==> src/rtl/oc_pkg.sv <==
package oc_pkg;

  typedef enum logic [2:0] {
    OC_FROZEN    = 3'b000,
    OC_SET_MATCH = 3'b001,
    OC_CLR_MATCH = 3'b010,
    OC_TOGGLE    = 3'b011,
    OC_FORCE_LO  = 3'b100,
    OC_FORCE_HI  = 3'b101,
    OC_PWM_A     = 3'b110,
    OC_PWM_B     = 3'b111
  } oc_mode_e;

  typedef struct packed {
    oc_mode_e mode;
    logic     buf_en;
    logic     fast_en;
    logic     pol;
  } oc_cfg_t;

  localparam oc_cfg_t OC_CFG_RST = '{mode: OC_FROZEN, buf_en: 1'b0, fast_en: 1'b0, pol: 1'b0};

endpackage

==> src/rtl/oc_cfg_reg.sv <==
module oc_cfg_reg
  import oc_pkg::*;
(
  input  logic       clk,
  input  logic       rst,
  input  logic       we,
  input  logic [2:0] mode_in,
  input  logic       buf_en_in,
  input  logic       fast_en_in,
  input  logic       pol_in,
  output oc_cfg_t    cfg_q
);

  always_ff @(posedge clk) begin
    if (rst) begin
      cfg_q <= OC_CFG_RST;
    end else if (we) begin
      cfg_q.mode    <= oc_mode_e'(mode_in);
      cfg_q.buf_en  <= buf_en_in;
      cfg_q.fast_en <= fast_en_in;
      cfg_q.pol     <= pol_in;
    end
  end

endmodule

==> src/rtl/oc_cmp_store.sv <==
module oc_cmp_store #(
  parameter int W = 16
) (
  input  logic         clk,
  input  logic         rst,
  input  logic         buf_en,
  input  logic         upd_evt,
  input  logic         we,
  input  logic [W-1:0] wdata,
  output logic [W-1:0] buf_q,
  output logic [W-1:0] act_q
);

  // The buffer register is always written; it is also the readback source.
  always_ff @(posedge clk) begin
    if (rst) begin
      buf_q <= '0;
    end else if (we) begin
      buf_q <= wdata;
    end
  end

  // The shadow register loads at once when unbuffered, or from the buffer on an update.
  always_ff @(posedge clk) begin
    if (rst) begin
      act_q <= '0;
    end else if (!buf_en && we) begin
      act_q <= wdata;
    end else if (buf_en && upd_evt) begin
      act_q <= buf_q;
    end
  end

endmodule

==> src/rtl/oc_ref_gen.sv <==
module oc_ref_gen
  import oc_pkg::*;
#(
  parameter int W = 16
) (
  input  logic         clk,
  input  logic         rst,
  input  logic [W-1:0] cnt,
  input  logic         cnt_down,
  input  logic         trig,
  input  logic [W-1:0] cmp,
  input  oc_mode_e     mode,
  input  logic         fast_en,
  output logic         ref_d,
  output logic         ref_q
);

  logic match, below, above, lvl_a, lvl, fast_lvl, is_pwm;
  logic lvl_q, was_pwm_q;

  always_comb begin
    match    = (cnt == cmp);
    below    = (cnt < cmp);
    above    = (cnt > cmp);
    lvl_a    = cnt_down ? !above : below;
    is_pwm   = (mode == OC_PWM_A) || (mode == OC_PWM_B);
    lvl      = (mode == OC_PWM_B) ? !lvl_a : lvl_a;
    fast_lvl = (mode == OC_PWM_B) ? !cnt_down : cnt_down;
    unique case (mode)
      OC_FROZEN:    ref_d = ref_q;
      OC_SET_MATCH: ref_d = match ? 1'b1 : ref_q;
      OC_CLR_MATCH: ref_d = match ? 1'b0 : ref_q;
      OC_TOGGLE:    ref_d = match ? !ref_q : ref_q;
      OC_FORCE_LO:  ref_d = 1'b0;
      OC_FORCE_HI:  ref_d = 1'b1;
      default: begin
        if (!was_pwm_q || (lvl != lvl_q)) ref_d = lvl;
        else if (fast_en && trig)         ref_d = fast_lvl;
        else                              ref_d = ref_q;
      end
    endcase
  end

  always_ff @(posedge clk) begin
    if (rst) begin
      ref_q     <= 1'b0;
      lvl_q     <= 1'b0;
      was_pwm_q <= 1'b0;
    end else begin
      ref_q     <= ref_d;
      lvl_q     <= lvl;
      was_pwm_q <= is_pwm;
    end
  end

endmodule

==> src/rtl/oc_channel.sv <==
module oc_channel
  import oc_pkg::*;
#(
  parameter int CNT_W = 16
) (
  input  logic             clk,
  input  logic             rst,
  input  logic [CNT_W-1:0] cnt_i,
  input  logic             cnt_down_i,
  input  logic             upd_evt_i,
  input  logic             trig_edge_i,
  input  logic             cmp_we_i,
  input  logic [CNT_W-1:0] cmp_wdata_i,
  input  logic             cfg_we_i,
  input  logic [2:0]       cfg_mode_i,
  input  logic             cfg_buf_en_i,
  input  logic             cfg_fast_en_i,
  input  logic             cfg_pol_i,
  output logic [CNT_W-1:0] cmp_rdata_o,
  output logic             oc_ref_o,
  output logic             oc_pin_o
);

  oc_cfg_t          cfg_q;
  logic [CNT_W-1:0] cmp_buf;
  logic [CNT_W-1:0] cmp_act;
  logic             ref_d;
  logic             pin_q;

  oc_cfg_reg u_cfg (
    .clk        (clk),
    .rst        (rst),
    .we         (cfg_we_i),
    .mode_in    (cfg_mode_i),
    .buf_en_in  (cfg_buf_en_i),
    .fast_en_in (cfg_fast_en_i),
    .pol_in     (cfg_pol_i),
    .cfg_q      (cfg_q)
  );

  oc_cmp_store #(.W(CNT_W)) u_store (
    .clk     (clk),
    .rst     (rst),
    .buf_en  (cfg_q.buf_en),
    .upd_evt (upd_evt_i),
    .we      (cmp_we_i),
    .wdata   (cmp_wdata_i),
    .buf_q   (cmp_buf),
    .act_q   (cmp_act)
  );

  oc_ref_gen #(.W(CNT_W)) u_ref (
    .clk      (clk),
    .rst      (rst),
    .cnt      (cnt_i),
    .cnt_down (cnt_down_i),
    .trig     (trig_edge_i),
    .cmp      (cmp_act),
    .mode     (cfg_q.mode),
    .fast_en  (cfg_q.fast_en),
    .ref_d    (ref_d),
    .ref_q    (oc_ref_o)
  );

  // The pin is registered on the same edge as the reference output.
  always_ff @(posedge clk) begin
    if (rst) pin_q <= 1'b0;
    else     pin_q <= ref_d ^ cfg_q.pol;
  end

  assign oc_pin_o    = pin_q;
  assign cmp_rdata_o = cmp_buf;

endmodule

==> config.mk <==
export PLATFORM = sky130hd
export DESIGN_NAME = oc_channel
export DESIGN_NICKNAME = d
export VERILOG_FILES = /design/src/rtl/oc_pkg.sv /design/src/rtl/oc_cfg_reg.sv /design/src/rtl/oc_cmp_store.sv /design/src/rtl/oc_ref_gen.sv /design/src/rtl/oc_channel.sv
export SDC_FILE = /design/constraint.sdc
export NUM_CORES = 1
export LEC_CHECK = 0
export ABC_AREA = 1
export BUFFER_PORTS_ARGS = -buffer_cell sky130_fd_sc_hd__buf_2
export CORE_AREA = 2 2 77 79
export DETAILED_ROUTE_END_ITERATION = 6
export DIE_AREA = 0 0 79 81
export PLACE_DENSITY = 0.63
export RECOVER_POWER = 50
export SLEW_MARGIN = 10
export SYNTH_ARGS = -nofsm -noshare
export SYNTH_HDL_FRONTEND = slang
export SYNTH_SLANG_ARGS = --single-unit
==> constraint.sdc <==
create_clock -name clk -period 1.7 [get_ports clk]
set_input_delay 0.17 -clock clk [delete_from_list [all_inputs] [get_ports clk]]
set_output_delay 0.17 -clock clk [all_outputs]
set_load 0.02 [all_outputs]
# ---- Yosys cells after proc, flatten, opt, wreduce, memory -nomap -nowiden
# Cells that the tools add are included.
# W data, S select, Z words.
dict set report op_classes {
  n_addsub 0
  magnitude_cmp 2
  multipliers 0
  n_mux 11
  n_shift 0
  div_mod_pow 0
  n_reduce_logical 13
  eq_ne 9
  bitwise_logic 1
}
# operator n
set op_table {}
lappend op_table {{$mux W16} 2}
lappend op_table {{$eq A16 B16 Y1} 1}
lappend op_table {{$gt A16 B16 Y1} 1}
lappend op_table {{$lt A16 B16 Y1} 1}
lappend op_table {{$eq A3 B3 Y1 const B} 4}
lappend op_table {{$mux W1} 8}
lappend op_table {{$eq A3 B2 Y1 const B} 2}
lappend op_table {{$logic_not A1 Y1} 6}
lappend op_table {{$pmux W1 S6} 1}
lappend op_table {{$eq A3 B1 Y1 const B} 1}
lappend op_table {{$logic_and A1 B1 Y1} 3}
lappend op_table {{$logic_not A3 Y1} 1}
lappend op_table {{$logic_or A1 B1 Y1} 2}
lappend op_table {{$reduce_bool A2 Y1} 1}
lappend op_table {{$ne A1 B1 Y1} 1}
lappend op_table {{$xor A1 B1 Y1} 1}
dict set report word_totals {
  ram_bits 0
  mem_bits_ro 0
  latch_bits 0
  mem_count 0
  reg_bits 42
  in_bits 45
  output_inout_bits 18
}

# ---- Logic depth before layout (Yosys ltp)
dict set report logic_depth {
  ltp_word 10
  ltp_mapped 18
}

# ---- By module
# A second synthesis with hierarchy kept.
dict set report unflattened {
  cells_unflattened 347
  area_unflattened_um2 2398.6
}
# mod cells_each area_each_um2 n_inst
set by_module_without_submodules {}
lappend by_module_without_submodules {oc_cmp_store 189 1397.6 1}
lappend by_module_without_submodules {oc_ref_gen 114 714.4 1}
lappend by_module_without_submodules {oc_cfg_reg 38 247.7 1}
lappend by_module_without_submodules {oc_channel 6 38.8 1}

# ---- Least setup slack after synthesis
# No wires, ideal clock.
dict set report synth_path {
  path_type {register to register}
  from {reg u_store.act_q[15]}
  to {reg pin_q (netlist: oc_pin_o)}
  n_path_buf 0
  synth_period_minus_slack_ps 1907
  required_ps 1585
  arrival_time_ps 1792
  stages_incl_launch_ff 15
  setup_slack_ps -207
  setup_time_ps 115
  path_cell_list {dfxtp_1 inv_1 ha_1 nand2_1 nor2_1 nand2_1 nor2_1 inv_1 ha_1 a21oi_1 o21ai_0 nand3_1 nand3_2 nand2_1 nor2_1}
}
dict set report synth_via {
  elab_chain_cells 10
}
# element line_no
set synth_rtl {}
lappend synth_rtl {{start: declaration} oc_cmp_store.sv:11} ;# output logic [W-1:0] act_q
lappend synth_rtl {{start signal: assignment} oc_cmp_store.sv:28} ;# act_q <= wdata;
lappend synth_rtl {{start signal: assignment} oc_cmp_store.sv:30} ;# act_q <= buf_q;
lappend synth_rtl {{$gt A16 B16 Y1} oc_ref_gen.sv:24} ;# above = (cnt > cmp);
lappend synth_rtl {{$logic_not A1 Y1} oc_ref_gen.sv:25} ;# lvl_a = cnt_down ? !above : below;
lappend synth_rtl {{$mux W1} oc_ref_gen.sv:25}
lappend synth_rtl {{$logic_not A1 Y1} oc_ref_gen.sv:27} ;# lvl = (mode == OC_PWM_B) ? !lvl_a : lvl_a;
lappend synth_rtl {{$mux W1} oc_ref_gen.sv:27}
lappend synth_rtl {{$ne A1 B1 Y1} oc_ref_gen.sv:37} ;# if (!was_pwm_q || (lvl != lvl_q)) ref_d = lvl;
lappend synth_rtl {{$logic_or A1 B1 Y1} oc_ref_gen.sv:37}
lappend synth_rtl {{$mux W1} oc_ref_gen.sv:37}
lappend synth_rtl {{$pmux W1 S6 (*)} oc_ref_gen.sv:29} ;# unique case (mode)
lappend synth_rtl {{$xor A1 B1 Y1 (*)} oc_channel.sv:68} ;# else pin_q <= ref_d ^ cfg_q.pol;
lappend synth_rtl {{end signal: assignment} oc_channel.sv:68}
lappend synth_rtl {{end: declaration} oc_channel.sv:28} ;# logic pin_q;
# Every way passes the cells marked *; elsewhere a longest branch is shown, timed or not.
# A chain may end at the register's enable or synchronous reset.

# ---- Worst setup path in the final report
dict set report layout_path {
  from {reg u_store.act_q[4]}
  to {reg pin_q (netlist: oc_pin_o)}
}
# Same word-level chain as after synthesis.

==> results.json <==
{
  "whs_ns": 0.101,
  "cts.sinks": 42,
  "fp.dieW_um": 79,
  "antenna_found_initial": 0,
  "root_buffer": "clkbuf_8",
  "ir_drop_mv": 0.429,
  "critPathBufInv": 3,
  "grt-ovfl-total": 0,
  "cp.required_ns": 1.89,
  "cp_max_fo": 3,
  "grt_use_met1": 0.217,
  "fillers": 598,
  "grt_max_degree": 25,
  "drive_gt1_frac": 0.342,
  "netlist_area_um2": 2140,
  "grt_pass1_wl_mm": 8.74,
  "numPortBuffers": 62,
  "cp_slowest_stage_delay_ns": 0.33,
  "leakage_uw": 0.00133,
  "setup_violations": 2,
  "cp_data_arrival_time_ns": 2.20,
  "hold_path_class": "input port to register",
  "io_pins": 63,
  "synth_fp_nets": 361,
  "fin_ws_ns": -0.304,
  "cts_htree_levels": 2,
  "gp_congestion": 0.806,
  "cts_tree": "built",
  "drtIter0Drc": 84,
  "clk_path_buf_depth": 2,
  "hpwl_mm": 3.89,
  "cap_violations": 0,
  "yosys_warnings": 0,
  "timing.final.max_slew_violations": 0,
  "place_ws_ns": -0.351,
  "n_antenna_cell": 0,
  "drc": 0,
  "avgSynthCellArea_um2": 7.17,
  "grt_use_total": 0.170,
  "ff2ff_path_depth": 14,
  "syn2layout_area_growth_pct": 33.7,
  "status": "finished, violations left",
  "path_cells": "inv_1, ha_1, nand2_2, nor2_2, nand4_1, nor2_2, inv_2, ha_4, inv_2, o21ai_2, o311ai_2, nand3_1, a21oi_1, nor2_1",
  "synth_top_flop_cell": "dfxtp_1",
  "grt_use_met3": 0.0356,
  "die_h_um": 81,
  "holdPathStages": 3,
  "first_pass_iters": 4,
  "rsz0062_at_grt": "yes",
  "cp-start-kind": "register",
  "first_global_vias": 2044,
  "worst_pin_slew_ns": 0.950,
  "finish.utilization": 0.504,
  "cp_slowest_cell": "dfxtp_2",
  "synth-seq-cells": 42,
  "crit_path_end_kind": "register",
  "period_share": 1.18,
  "cts_buffers": 5,
  "drt-wirelength-per-cell_um": 11.8,
  "cts_hold_buffers": 0,
  "netlist-cell-type-count": 24,
  "synth_edf_count": 0,
  "core_um2": 5680,
  "hold_violations": 0,
  "path_clk_slew_ns": 0.08,
  "violations": "setup timing",
  "vias": 2113,
  "period_needed_ns": 2.00,
  "clkLatencyLatePin_ns": 0.29,
  "max_slew_margin": 0.367,
  "ys_seq_area_frac": 0.393,
  "p_per_area_nw_per_um2": 852,
  "dieArea_um2": 6400,
  "crit_cells": 14,
  "worstSetupPathType": "register to register",
  "drtAntennaViolNets": 0,
  "critPathTopFamily": "simple AND/OR/NAND/NOR gates",
  "fin_worst_skew_ns": 0.00818,
  "wl_mm": 5.25,
  "gr-usage-met2": 0.296,
  "finalPower_uw": 2440,
  "viasPerCell": 4.74,
  "nets": 433,
  "initial_core_util": 0.377,
  "synth_cells": 298,
  "rows": 28,
  "synthArstFlopShare": 0,
  "grt-busiest-layer": "met2",
  "max_freq_mhz": 499
}
cell families after synthesis:
family	Yosys count	synth area share
and+or+nand+nor	115	0.221
AOI/OAI and AO/OA	76	0.191
buffers and inverters	46	0.0855
DFF	42	0.393
adders and majority gates	18	0.105
xor gates and xnor gates	1	0.00410
layer usage:
layer / routed length [µm] / share of wire / vias to the layer above
li1: - / - / 1118
met1: 2560 / 0.49 / 950
met2: 2420 / 0.46 / 41
met3: 215 / 0.041 / 4
met4: 46 / 0.0088 / 0
met5: 0 / 0 / -
final timing paths:
check	from	endpoint	slack, ns
hold / removal	cfg_fast_en_i	u_cfg.cfg_q[1]	0.10
setup / recovery	u_store.act_q[4]	oc_pin_o	-0.30
setup reg to reg	u_store.act_q[4]	oc_pin_o	-0.30
hold reg to reg	u_store.buf_q[12]	u_store.buf_q[12]	0.48
cell usage after synthesis (2+ instances only):
cell / number / area share
o21ai_0: 37 / 0.087
nand3_2: 2 / 0.0094
a21oi_1: 15 / 0.035
buf_1: 2 / 0.0035
buf_4: 2 / 0.0070
nand3_1: 3 / 0.0070
a31oi_1: 14 / 0.041
inv_2: 3 / 0.0053
o21ai_1: 7 / 0.016
inv_1: 32 / 0.056
buf_2: 2 / 0.0047
nor2_1: 46 / 0.081
nand2_2: 4 / 0.012
clkbuf_1: 5 / 0.0088
nand2_1: 57 / 0.10
dfxtp_1: 42 / 0.39
ha_1: 18 / 0.11
repair_timing:
action / CTS / global route
resized for setup: 25 / 18
buffers inserted: 4 / 1
setup endpoints to repair: 2 / 3
pin swaps: 15 / 14
hold endpoints to repair: 0 / 0
state kept, by name, indices dropped and copies added (netlist names):
| name | count |
|---|---|
| oc_pin_o | 1 |
| u_cfg.cfg_q | 6 |
| u_ref.lvl_q | 1 |
| u_ref.ref_q | 1 |
| u_ref.was_pwm_q | 1 |
| u_store.act_q | 16 |
| u_store.buf_q | 16 |
worst register-to-register path, delay by kind of cell, from the launching register on:
family | cells | cell delay (ns)
adder cells (fa/ha/maj) | 2 | 0.42
buffers and inverters | 3 | 0.16
AO/OA/AOI/OAI | 3 | 0.33
AND/OR/NAND/NOR | 6 | 0.66
flip-flops | 1 | 0.33
layout make-up:
cell class                      count  area (µm²)  share of cell area
Multi-Input combinational cell    210        1250               0.438
Sequential cell                    42         855               0.299
Timing Repair Buffer               76         415               0.145
Inverter                           35         131              0.0460
Clock buffer                        8         110              0.0385
Tap cell                           75        93.8              0.0328
report_power, final:
part	total [µW]	switching [µW]	internal (µW)
logic	567	323	244
clock network	746	336	410
registers	1120	52.8	1070
total	2440	711	1720
placed cells by master (no fill, tap or decap):
cell type / instances
nand3b_1: 1
a31oi_1: 14
nand2_1: 51
ha_4: 7
inv_2: 11
a21oi_1: 13
xor2_1: 1
nand3_1: 2
nor2_4: 1
buf_12: 1
dfxtp_1: 31
buf_2: 55
o311ai_2: 1
inv_1: 24
clkbuf_8: 8
nand2_4: 1
a21o_1: 1
nor2_1: 43
dfxtp_2: 11
buf_4: 12
o21ai_1: 8
o21ai_0: 35
clkbuf_1: 8
nand2_2: 9
ha_1: 11
nor2_2: 3
nand3_2: 3
a21oi_2: 2
o21ai_2: 2
nand4_1: 1
stage by stage:
step / instance area (µm²) / TNS [ns] / instances
after detailed placement: 2590 / -0.624 / 435
after global placement: 2590 / -0.532 / 435
final: 2860 / -0.521 / 446
after CTS: 2830 / -0.563 / 447
after global routing: 2860 / -0.896 / 446
after floorplan: 2140 / -0.286 / 298
Note: power is estimated with default switching activity, not from simulation.
